`src/rtl/tc_age_repl.sv`:
```
module tc_age_repl #(
  parameter int WAYS = 8,
  localparam int WAY_W = $clog2(WAYS)
) (
  input  logic             clk,
  input  logic             rst_n,
  input  logic             fill_vld,
  input  logic             fill_tc,
  input  logic             dyn_mode,
  input  logic             dyn_zero,
  input  logic             hit_vld,
  input  logic [WAY_W-1:0] hit_way,
  output logic [WAY_W-1:0] victim_way,
  output logic             hit_found,
  output logic             hit_tc,
  output logic             collide
);
  logic [WAYS-1:0]      vld_q, tc_q;
  logic [WAYS-1:0][1:0] age_q;
  logic                 inv_any;
  logic [WAY_W-1:0]     inv_idx, min_idx;
  logic [1:0]           min_age, ins_age;
  logic                 do_fill, do_hit;

  always_comb begin
    inv_any = 1'b0;
    inv_idx = '0;
    for (int i = WAYS - 1; i >= 0; i--)
      if (!vld_q[i]) begin
        inv_any = 1'b1;
        inv_idx = WAY_W'(i);
      end
    min_age = 2'd3;
    min_idx = '0;
    for (int i = WAYS - 1; i >= 0; i--)
      if (vld_q[i] && age_q[i] <= min_age) begin
        min_age = age_q[i];
        min_idx = WAY_W'(i);
      end
  end

  assign victim_way = inv_any ? inv_idx : min_idx;
  assign ins_age    = fill_tc ? 2'd3 : ((dyn_mode && dyn_zero) ? 2'd0 : 2'd1);
  assign collide    = fill_vld & hit_vld;
  assign do_fill    = fill_vld & ~hit_vld;
  assign do_hit     = hit_vld & ~fill_vld;
  assign hit_found  = do_hit & vld_q[hit_way];
  assign hit_tc     = hit_found & tc_q[hit_way];

  always_ff @(posedge clk) begin
    if (!rst_n) begin
      vld_q <= '0;
      tc_q  <= '0;
      age_q <= '0;
    end else if (do_fill) begin
      if (!inv_any)
        for (int i = 0; i < WAYS; i++) age_q[i] <= age_q[i] - min_age;
      vld_q[victim_way] <= 1'b1;
      tc_q[victim_way]  <= fill_tc;
      age_q[victim_way] <= ins_age;
    end else if (hit_found) begin
      vld_q[hit_way] <= 1'b0;
    end
  end
endmodule

```
`config.mk`:
```
export PLATFORM = sky130hd
export DESIGN_NAME = tc_age_repl
export DESIGN_NICKNAME = d
export VERILOG_FILES = /design/src/rtl/tc_age_repl.sv
export SDC_FILE = /design/constraint.sdc
export NUM_CORES = 1
export LEC_CHECK = 0
export BUFFER_PORTS_ARGS = -buffer_cell sky130_fd_sc_hd__buf_2
export CAP_MARGIN = 30
export CORE_MARGIN = 2
export CORE_UTILIZATION = 60
export DETAILED_ROUTE_END_ITERATION = 10
export GPL_ROUTABILITY_DRIVEN = 0
export PLACE_DENSITY_LB_ADDON = 0.15
export SKIP_CTS_REPAIR_TIMING = 1
export SLEW_MARGIN = 30
export SYNTH_ARGS = -nofsm -noshare
export SYNTH_HDL_FRONTEND = slang
export SYNTH_SLANG_ARGS = --single-unit
```
`constraint.sdc`:
```
create_clock -name clk -period 23.8 [get_ports clk]
set_input_delay 1.19 -clock clk [delete_from_list [all_inputs] [get_ports clk]]
set_output_delay 1.19 -clock clk [all_outputs]
set_load 0.03 [all_outputs]
```
# ---- Word level (Yosys, flattened, before mapping)
# Index checks and enable logic that the tools add are counted.
dict set report classes {
  reduce_logical 12
  n_lt_le_gt_ge 12
  n_mux 52
  bitwise_logic 10
  n_addsub 8
}
# op count
set op_table {}
lappend op_table {{$mux 3} 17}
lappend op_table {{$mux 16} 3}
lappend op_table {{$mux 2} 10}
lappend op_table {{$bwmux 16} 1}
lappend op_table {{$mux 8} 2}
lappend op_table {{$sub 2x2->2} 8}
lappend op_table {{$le 2x2->1} 7}
lappend op_table {{$mux 1} 13}
lappend op_table {{$logic_and 1x1->1} 11}
lappend op_table {{$and 8x8->8} 1}
lappend op_table {{$bwmux 8} 1}
lappend op_table {{$lt 3x4->1 const B} 2}
lappend op_table {{$not 8->8} 1}
lappend op_table {{$or 8x8->8} 1}
lappend op_table {{$bmux 1 s3} 2}
lappend op_table {{$demux 1 s3} 2}
lappend op_table {{$demux 2 s3} 1}
lappend op_table {{$ge 3x1->1 const B} 2}
lappend op_table {{$and 1x1->1} 5}
lappend op_table {{$le 2x2->1 const B} 1}
lappend op_table {{$not 1->1} 2}
lappend op_table {{$reduce_bool 2->1} 1}
dict set report totals {
  register_bits 32
  wordCells 104
  inputBits 10
  out_inout_bits 6
}

# ---- Longest topological paths before layout
# Gate-level depths: netlist of the first run.
dict set report depth {
  word_depth 31
  mapped_depth 46
  mapped_depth_nobuf 45
}

# ---- Worst setup path after synthesis of the first run
# Ideal clock, no wire load.
dict set report synth_timing {
  kind {register to output}
  start {register vld_q[7]}
  end {output port victim_way[2]}
  path_stages_with_launch 39
  arrival_ps 8615
  t_required_ps 22610
  n_path_buf 1
  setup_slack_ps 13995
  cell_sequence {dfxtp_1 > buf_4 > nand2_1 > ha_1 > or2_1 > maj3_1 > a21oi_1 > a31oi_1 > ha_1 > a211oi_1 > o21ai_1 > and2_1 > or2_2 > ha_1 > nor2_1 > o22ai_2 > o31ai_1 > inv_1 > [3 not listed] > or4_4 > nand2_1 > o21ai_0 > ha_1 > nor2_1 > a2111oi_4 > or4_1 > o221ai_1 > ha_1 > nand3_1 > o31ai_2 > or4_4 > and2_2 > ha_1 > and3_1 > a21o_1 > or3_1 > o21ai_0}
}
dict set report synth_between {
  elab_chain_cells 24
  elab_cells_between_ends 47
  classes_between {7 x order compare; 32 x mux; 8 x reduce/logical}
}
# element line_no
set synth_lines {}
lappend synth_lines {{start, declared} 18} ;# logic [WAYS-1:0] vld_q, tc_q;
lappend synth_lines {{start signal, assigned} 52} ;# vld_q <= '0;
lappend synth_lines {{start signal, assigned by index} 58} ;# vld_q[victim_way] <= 1'b1;
lappend synth_lines {{start signal, assigned by index} 62} ;# vld_q[hit_way] <= 1'b0;
lappend synth_lines {{$logic_and 1x1->1} 36} ;# if (vld_q[i] && age_q[i] <= min_age) begin
lappend synth_lines {{$mux 2} 36}
lappend synth_lines {{$le 2x2->1} 36}
lappend synth_lines {{$logic_and 1x1->1} 36}
lappend synth_lines {{$mux 2} 36}
lappend synth_lines {{$le 2x2->1} 36}
lappend synth_lines {{$logic_and 1x1->1} 36}
lappend synth_lines {{$mux 2} 36}
lappend synth_lines {{[8 not listed]} --}
lappend synth_lines {{$mux 2} 36}
lappend synth_lines {{$le 2x2->1} 36}
lappend synth_lines {{$logic_and 1x1->1} 36}
lappend synth_lines {{$mux 2} 36}
lappend synth_lines {{$le 2x2->1} 36}
lappend synth_lines {{$logic_and 1x1->1} 36}
lappend synth_lines {{$mux 3} 36}
lappend synth_lines {{$mux 3 (*)} 42} ;# assign victim_way = inv_any ? inv_idx : min_idx;
lappend synth_lines {{end, declared} 13} ;# output logic [WAY_W-1:0] victim_way,
# Mark *: on every way between the ends. The rest lies on a longest branch, timed or not.

# ---- Worst setup path after layout of the first run
dict set report layout_timing {
  start {register vld_q[7]}
  end {output port victim_way[0]}
}
# Same word-level chain as after synthesis.

==> metrics.txt, run 1 <==
outcome completed; post-synthesis instance total 341; netlist area before placement 2770 um^2; Hold Crit Class reg -> reg; Routed WL 7.40 mm; DIE HEIGHT 71.9 um; RSZ-0062 raised after global routing false; Max Slew Vio Count 0; Avg Cell Area, Syn 8.12 um^2; first-pass iteration count of the detailed router 5; final hold vios 0; starting density of the core 62.8%; mux cell area share after synthesis 5.92%; library cells used by synthesis 77; core footprint 4410 um^2; CP startpoint kind flip-flop; clock slew at reported path FFs 0.06 ns; first-pass GRT wire length 12.0 mm; Post-Synth Adder-Cell Area 8.04%; n_diodes 0; Worst Path Max Fanout 20; FP Rows 24; vias per inst 6.46; port buffer count 15; Top Metal Used met4; xor/xnor share of the synthesized area 4.74%; DRT iter0 DRCs 229; CP arrival 9.57 ns; Routed Antenna Nets 0; Clock Tree Root clkbuf_8; I/O pin count 16; largest family of logic cells by synthesized area simple AND/OR/NAND/NOR gates; Fillers 388; period utilisation layout 45.2%; simple-gate share of the synthesized area 26.2%; Main synth FF type dfxtp_1; layout cells sized above 1 16.3%; nets@finish 375; Slew headroom 50.7%; number of enable flip-flop cells after synthesis 0; PD cells 42.3 nW/um^2; CP Capture Type output port; Residual DRC 0; clock latency on the worst-skew pair 0.29 ns; count of final setup violators 0; Met3 Routed Length 428 um; Achievable Freq 0.0929 GHz; Final Power 0.125 mW; Post-synth ARST share 0%; Most common cell on crit path ha_1; sequential element share of the synthesized area 23.1%; vias in the first global route 2,344; DIE AREA 5180 um^2; synthesis-to-layout area growth 6.50%; LEAKAGE 1.10 nW; GRT overflow 0; global-route usage over all layers 30.3%; Post-DP HPWL 5.49 mm; max incr delay on CP 0.56 ns; fin util 66.8%; Avg WL per Cell 18.4 um; fin crit period 10.76 ns; metal1 wirelength 3.30 mm; top cell type's share of synthesized area 23.1%; initial antenna violation count 0; final setup TNS 0 ns; crit path max-delay cell type or4_4; top cells by area, synth dfxtp_1 (23%), ha_1 (7.7%), mux2i_1 (4.7%); Compound-Gate Fraction of Synth Area 25.6%; CTS buffer count 5; clk_skew 0.0118 ns; yosys warns 0; worst-case vdd ir drop 0.0000360 V; die width 71.9 um; worst-margin pin slew 0.739 ns; wire length on met2 3.51 mm; cell type with the largest total area after synthesis dfxtp_1; critical path class reg -> out; max-cap viol count 0; Clock Sinks 32; Worst Path Required 22.61 ns; largest net degree at the start of global routing 23; CTS H-tree lvls 2; via count 2,591; synthesized flop and latch total 32; CTS tree built; Mapped Nets 368; Max clock buf depth 2
metrics by stage:
stage	hold WS, ns	setup slack [ns]	cells	cell area [um^2]
2_1_floorplan	0.432	13.99	341	2770
3_3_place_gp	0.446	13.50	393	2840
3_5_place_dp	0.449	13.35	393	2840
4_1_cts	0.458	13.04	401	2950
5_1_grt	0.496	12.42	401	2950
6_report	0.464	13.04	401	2950
routing by layer:
layer	track usage, %	vias to the layer above
li1	-	1282
met1	40.4	1200
met2	49.7	95
met3	4.72	14
met4	11.1	0
met5	0	-
critical path, delay by kind of cell (launching register included):
family / cells / cell delay (ns)
AO/OA/AOI/OAI: 14 / 2.06
flip-flops: 1 / 0.51
adder cells (fa/ha/maj): 8 / 2.40
AND/OR/NAND/NOR: 15 / 3.59
buffers and inverters: 4 / 0.73
final cells by class:
type                       count  area [um^2]  area share, %
timing repair buffer          17         90.1           3.05
tap                           52         65.1           2.21
clock buffer                   6         72.6           2.46
clock inverter                 2         35.0           1.19
inverter                      25         93.8           3.18
sequential                    32          641           21.7
multi-input combinational    267         1950           66.2
flip-flops by register name (all words and copies together), names as in the netlist:
name and count:
age_q 16, tc_q 8, vld_q 8
final timing paths:
| kind | from | endpoint | slack (ns) | depth (start not counted) |
|---|---|---|---|---|
| worst max-delay path | vld_q[7] | victim_way[0] | 13.04 | 41 |
| worst min-delay path | tc_q[7] | tc_q[7] | 0.46 | 2 |
| worst max register to register | vld_q[7] | tc_q[6] | 13.78 | 43 |
| worst min register to register | tc_q[7] | tc_q[7] | 0.46 | 2 |
synth_stat cells (6+ instances only):
cell and instances:
ha_1 17, a31oi_1 6, xnor2_1 13, dfxtp_1 32, nand4_1 6, mux2i_1 13
inv_1 24, nor3_1 15, o21ai_0 14, clkbuf_1 11, or3_1 8, nor2_1 28
nand2_1 21, nand3_1 9, a21oi_1 11
cells in the final DEF, fill, tap and decap left out, drive strengths merged, types with 5 or more instances in the layout:
cell type | netlist | final
a21oi | 11 | 11
or3 | 9 | 9
nand3 | 10 | 10
o22ai | 5 | 5
nand4 | 6 | 6
dfxtp | 32 | 32
inv | 25 | 25
mux2i | 13 | 13
buf | 6 | 17
a31oi | 7 | 7
clkbuf | 11 | 6
ha | 17 | 17
nand2b | 6 | 6
or4 | 6 | 6
nor2 | 28 | 28
o21ai | 18 | 18
nand2 | 22 | 22
xnor2 | 13 | 13
and2 | 6 | 6
nor3 | 16 | 16
cells by family (layout without fill, tap and decap cells):
| family | Yosys count | in the layout |
|---|---|---|
| mux | 16 | 16 |
| fa+ha+maj | 18 | 18 |
| buf+inv | 42 | 50 |
| simple gates | 129 | 129 |
| flops | 32 | 32 |
| xor+xnor | 15 | 15 |
| compound gates | 89 | 89 |
where the power goes:
part	switching, mW	internal, mW	leakage, nW
combinational	0.0109	0.00710	0.783
clock	0.0211	0.0311	0.0552
sequential	0.000633	0.0541	0.258
total	0.0326	0.0922	1.10
(Power assumes the default switching activity.)
==> inputs of run 2 (changes only) <==
--- a/config.mk
+++ b/config.mk
@@ -8,7 +8,7 @@
 export BUFFER_PORTS_ARGS = -buffer_cell sky130_fd_sc_hd__buf_2
 export CAP_MARGIN = 30
 export CORE_MARGIN = 2
-export CORE_UTILIZATION = 60
+export CORE_UTILIZATION = 56
 export DETAILED_ROUTE_END_ITERATION = 10
 export GPL_ROUTABILITY_DRIVEN = 0
 export PLACE_DENSITY_LB_ADDON = 0.15
==> constraint.sdc (replaced) <==
create_clock -name clk -period 9.1 [get_ports clk]
set_input_delay 0.455 -clock clk [delete_from_list [all_inputs] [get_ports clk]]
set_output_delay 0.455 -clock clk [all_outputs]
set_load 0.03 [all_outputs]
==> metrics.txt, run 2 (synthesized netlist as in run 1, its figures left out) <==
starting density of the core 58.3% (was 62.8%); DIE AREA 5520 um^2 (was 5180 um^2); FF-to-FF setup slack 0.26 ns (was 13.78 ns); LEAKAGE 1.35 nW (was 1.10 nW); Fillers 370 (was 388); Post-DP HPWL 6.29 mm (was 5.49 mm); Slew headroom 46.9% (was 50.7%); n_diodes 0 (unchanged); initial antenna violation count 0 (unchanged); Min-Delay Startpoint age_q[6] (was tc_q[7]); via count 2,888 (was 2,591); critical path class reg -> out (unchanged); die width 74.3 um (was 71.9 um); period utilisation layout 97.3%; CP Capture Type output port (unchanged); first-pass GRT wire length 13.0 mm (was 12.0 mm); GRT overflow 0 (unchanged); Hold Crit Class reg -> reg (unchanged); max-cap viol count 0 (unchanged); CTS H-tree lvls 2 (unchanged); FP Rows 25 (was 24); Achievable Freq 0.113 GHz; Residual DRC 0 (unchanged); largest registers age_q (16), tc_q (8), vld_q (8) (unchanged); CP arrival 8.40 ns (was 9.57 ns); clock slew at reported path FFs 0.07 ns (was 0.06 ns); outcome completed (unchanged); RR Endpoint age_q[1] (was tc_q[6]); DIE HEIGHT 74.3 um (was 71.9 um); Worst Path Required 8.65 ns (was 22.61 ns); hold slack final 0.464 ns (about the same); max incr delay on CP 0.51 ns (was 0.56 ns); Clock Sinks 32 (unchanged); post-route cell area 3470 um^2 (was 2950 um^2); synthesis-to-layout area growth 25.3% (was 6.50%); worst-case vdd ir drop 0.000100 V (was 0.0000360 V); final hold vios 0 (unchanged); CTS tree built (unchanged); nets@finish 421 (was 375); Max Slew Vio Count 0 (unchanged); Worst Path Max Fanout 5 (was 20); Clock Tree Root clkbuf_8 (unchanged); Routed Antenna Nets 0 (unchanged); CTS buffer count 5 (unchanged); Reg2Reg Depth 46 (was 43); CP startpoint kind flip-flop (unchanged); Finished Layout Cells 462 (was 401); core footprint 4750 um^2 (was 4410 um^2); clock latency on the worst-skew pair 0.28 ns (was 0.29 ns); Worst Hold End age_q[6] (was tc_q[7]); global-route usage over all layers 30.9% (was 30.3%); Avg WL per Cell 18.5 um (was 18.4 um); placed inst area 3130 um^2 (was 2840 um^2); port buffer count 15 (unchanged); count of final setup violators 0 (unchanged); fin crit period 8.86 ns; DRT iter0 DRCs 317 (was 229); worst-margin pin slew 0.792 ns (was 0.739 ns); vias in the first global route 2,597 (was 2,344); most frequent cells in the layout buf_4 (47), dfxtp_1 (30), nor2_1 (25), inv_1 (22), nand2_1 (18) (was dfxtp_1 (32), nor2_1 (28), inv_1 (24), nand2_1 (21), ha_1 (17)); Most common cell on crit path ha_1 (unchanged); leading cell type in the layout, fill and taps excluded buf_4 (was dfxtp_1); Cells after DPL 444 (was 393); crit path max-delay cell type or4_4 (unchanged); vias per inst 6.25 (was 6.46); final setup TNS 0 ns (unchanged); PD cells 95.3 nW/um^2 (was 42.3 nW/um^2); Reg2Reg Launch Point age_q[14] (was vld_q[7]); first-pass iteration count of the detailed router 5 (unchanged); I/O pin count 16 (unchanged); max FFs per register 16 (unchanged); Largest Register age_q (unchanged); largest net degree at the start of global routing 23 (unchanged); clk_skew 0.00489 ns (was 0.0118 ns); fin util 73.0% (was 66.8%); Routed WL 8.55 mm (was 7.40 mm); Max clock buf depth 2 (unchanged); hold depth 1 (was 2); layout cells sized above 1 32.2% (was 16.3%)
==> run 2: changes by cell type in the layout (fill, tap and decap cells not counted), sizes merged <==
cell and delta:
buf +46
==> run 2: critical path, delay by kind of cell (launching register included) <==
kind / cells / cell delay, ns
and+or+nand+nor: 17 / 2.93
DFF: 1 / 0.32
AOI/OAI and AO/OA: 13 / 1.84
buffers and inverters: 6 / 0.68
adders and majority gates: 8 / 2.33
==> run 2: stage by stage <==
stage / setup slack, ns / power [mW]
floorplan: 0.0297 / 0.182
global placement: 0.0160 / 0.195
detailed placement: -0.301 / 0.196
CTS: -0.408 / 0.328
global route: -0.125 / 0.342
finish: 0.241 / 0.331
==> run 2: how the worst max path moves through the flow <==
stage,from,to,slack (ns),cells after the start
finish,age_q[14],victim_way[0],0.24,44
global route,age_q[14],age_q[15],-0.12,46
CTS,age_q[14],victim_way[0],-0.41,42
detailed placement,age_q[14],age_q[5],-0.30,42
global placement,age_q[14],age_q[10],0.02,42
floorplan,vld_q[7],victim_way[2],0.03,38
==> run 2: power by group <==
group / switching, mW / internal (mW) / total (mW)
Combinational: 0.0306 / 0.0226 / 0.0532
Sequential: 0.00198 / 0.141 / 0.143
Clock: 0.0528 / 0.0812 / 0.134
==> run 2: layout make-up <==
type                       instances  area (um^2)  area share, %
clock buffer                       6         72.6           2.09
clock inverter                     2         35.0           1.01
inverter                          25         93.8           2.70
multi-input combinational        267         2090           60.2
sequential                        32          643           18.5
tap                               67         83.8           2.42
timing repair buffer              63          452           13.0
==> run 2: per-layer routing <==
layer | global-route usage (%) | share of wire (%) | routed length, um | vias to the layer above
met1 | 43.0 | 44 | 3790 | 1377
met2 | 49.2 | 47 | 4020 | 109
met4 | 9.92 | 2.0 | 174 | 0
li1 | - | - | - | 1383
met3 | 5.01 | 6.5 | 558 | 19
met5 | 0 | 0 | 0 | -
==> inputs of run 3 (changes only) <==
--- a/config.mk
+++ b/config.mk
@@ -11,6 +11,7 @@
 export CORE_UTILIZATION = 56
 export DETAILED_ROUTE_END_ITERATION = 10
 export GPL_ROUTABILITY_DRIVEN = 0
+export MAX_ROUTING_LAYER = met4
 export PLACE_DENSITY_LB_ADDON = 0.15
 export SKIP_CTS_REPAIR_TIMING = 1
 export SLEW_MARGIN = 30
==> metrics.txt, run 3 (synthesized netlist as in run 1, its figures left out) <==
layout cells sized above 1 32.2% (unchanged); Routed WL 8.61 mm (was 8.55 mm); LEAKAGE 1.35 nW (unchanged); Clock Sinks 32 (unchanged); Max clock buf depth 2 (unchanged); Most common cell on crit path ha_1 (unchanged); Max Slew Vio Count 0 (unchanged); Min-Delay Startpoint age_q[6] (unchanged); Largest Register age_q (unchanged); CTS tree built (unchanged); clock latency on the worst-skew pair 0.28 ns (about the same); starting density of the core 58.3% (unchanged); Cells after DPL 444 (unchanged); final setup TNS 0 ns (unchanged); outcome completed (unchanged); Slew headroom 47.5% (was 46.9%); nets@finish 421 (unchanged); grt met2 use 49.2% (unchanged); post-route cell area 3470 um^2 (unchanged); port buffer count 15 (unchanged); Routed Antenna Nets 0 (unchanged); Worst Hold End age_q[6] (unchanged); Global Route met3 Usage 5.15% (was 5.01%); CP delay by family, top simple AND/OR/NAND/NOR gates (unchanged); die width 74.3 um (unchanged); CP Capture Type output port (unchanged); initial antenna violation count 0 (unchanged); first-pass GRT wire length 13.0 mm (about the same); Avg WL per Cell 18.6 um (was 18.5 um); max FFs per register 16 (unchanged); Post-DP HPWL 6.29 mm (unchanged); RR Endpoint age_q[1] (unchanged); core footprint 4750 um^2 (unchanged); CTS H-tree lvls 2 (unchanged); global-route usage over all layers 31.9% (was 30.9%); critical path class reg -> out (unchanged); via count 2,916 (was 2,888); Achievable Freq 0.113 GHz (about the same); first-pass iteration count of the detailed router 5 (unchanged); Residual DRC 0 (unchanged); Hold Crit Class reg -> reg (unchanged); period utilisation layout 97.3% (about the same); Clock Tree Root clkbuf_8 (unchanged); Worst Path Required 8.65 ns (about the same); vias in the first global route 2,592 (was 2,597); FP Rows 25 (unchanged); FF-to-FF setup slack 0.26 ns (about the same); vias per inst 6.31 (was 6.25); max incr delay on CP 0.51 ns (about the same); DIE HEIGHT 74.3 um (unchanged); Reg2Reg Depth 46 (unchanged); GRT overflow 0 (unchanged); most frequent cells in the layout buf_4 (47), dfxtp_1 (30), nor2_1 (25), inv_1 (22), nand2_1 (18) (unchanged); worst-margin pin slew 0.784 ns (was 0.792 ns); clock slew at reported path FFs 0.07 ns (about the same); Fillers 370 (unchanged); worst-case vdd ir drop 0.000100 V (about the same); n_diodes 0 (unchanged); DRT iter0 DRCs 263 (was 317); Worst Path Max Fanout 5 (unchanged); DIE AREA 5520 um^2 (unchanged); worst path buffer plus inverter count 6 (unchanged); CTS buffer count 5 (unchanged); count of final setup violators 0 (unchanged); leading cell type in the layout, fill and taps excluded buf_4 (unchanged); largest net degree at the start of global routing 23 (unchanged); Finished Layout Cells 462 (unchanged); crit path max-delay cell type or4_4 (unchanged); I/O pin count 16 (unchanged); max-cap viol count 0 (unchanged); met1 Usage GRT 43.0% (unchanged); fin crit period 8.85 ns (was 8.86 ns); clk_skew 0.00449 ns (was 0.00489 ns); CP arrival 8.40 ns (about the same); CP startpoint kind flip-flop (unchanged); largest registers age_q (16), tc_q (8), vld_q (8) (unchanged); hold depth 1 (unchanged); most used routing layer met2 (unchanged); final hold vios 0 (unchanged); placed inst area 3130 um^2 (unchanged); Reg2Reg Launch Point age_q[14] (unchanged); synthesis-to-layout area growth 25.3% (unchanged); PD cells 95.3 nW/um^2 (about the same)
run 3: per-stage QoR:
stage	setup WS [ns]	total power [mW]	hold WS, ns	utilization (%)
after floorplan	0.0297	0.182	0.432	-
after global placement	0.0160	0.195	0.448	65.9
after detailed placement	-0.301	0.196	0.448	65.9
after CTS	-0.408	0.328	0.467	68.1
after global routing	-0.125	0.341	0.499	73.0
final	0.249	0.331	0.464	73.0
run 3: worst register-to-register path: cells and delay by family (launching register included):
kind | cells | cell delay (ns)
AO/OA/AOI/OAI | 14 | 1.99
buffers and inverters | 5 | 0.67
flip-flops | 1 | 0.33
AND/OR/NAND/NOR | 19 | 3.42
adder cells (fa/ha/maj) | 8 | 2.33
run 3: worst max-delay path by stage:
stage	startpoint	endpoint	slack, ns	depth (start not counted)
6_report	age_q[14]	victim_way[0]	0.25	44
5_1_grt	age_q[14]	age_q[15]	-0.13	46
4_1_cts	age_q[14]	victim_way[0]	-0.41	42
3_5_place_dp	age_q[14]	age_q[5]	-0.30	42
3_3_place_gp	age_q[14]	age_q[10]	0.02	42
2_1_floorplan	vld_q[7]	victim_way[2]	0.03	38
run 3: routing by layer:
| metal | part of all wire (%) | vias to the layer above |
|---|---|---|
| li1 | - | 1384 |
| met1 | 44 | 1384 |
| met2 | 47 | 132 |
| met3 | 6.7 | 16 |
| met4 | 1.8 | 0 |
| met5 | 0 | - |
run 3: final cells by class:
| class | instances | area [um^2] | share of cell area [%] |
|---|---|---|---|
| flip-flops and latches | 32 | 643 | 18.5 |
| clock inverters | 2 | 35.0 | 1.01 |
| repair buffers | 63 | 452 | 13.0 |
| well taps | 67 | 83.8 | 2.42 |
| inverters | 25 | 93.8 | 2.70 |
| multi-input cells | 267 | 2090 | 60.2 |
| clock buffers | 6 | 72.6 | 2.09 |
run 3: power by group:
group | leakage [nW] | total (mW) | internal (mW) | switching [mW]
clock | 0.0552 | 0.134 | 0.0812 | 0.0530
sequential | 0.259 | 0.143 | 0.141 | 0.00205
combinational | 1.04 | 0.0532 | 0.0226 | 0.0307
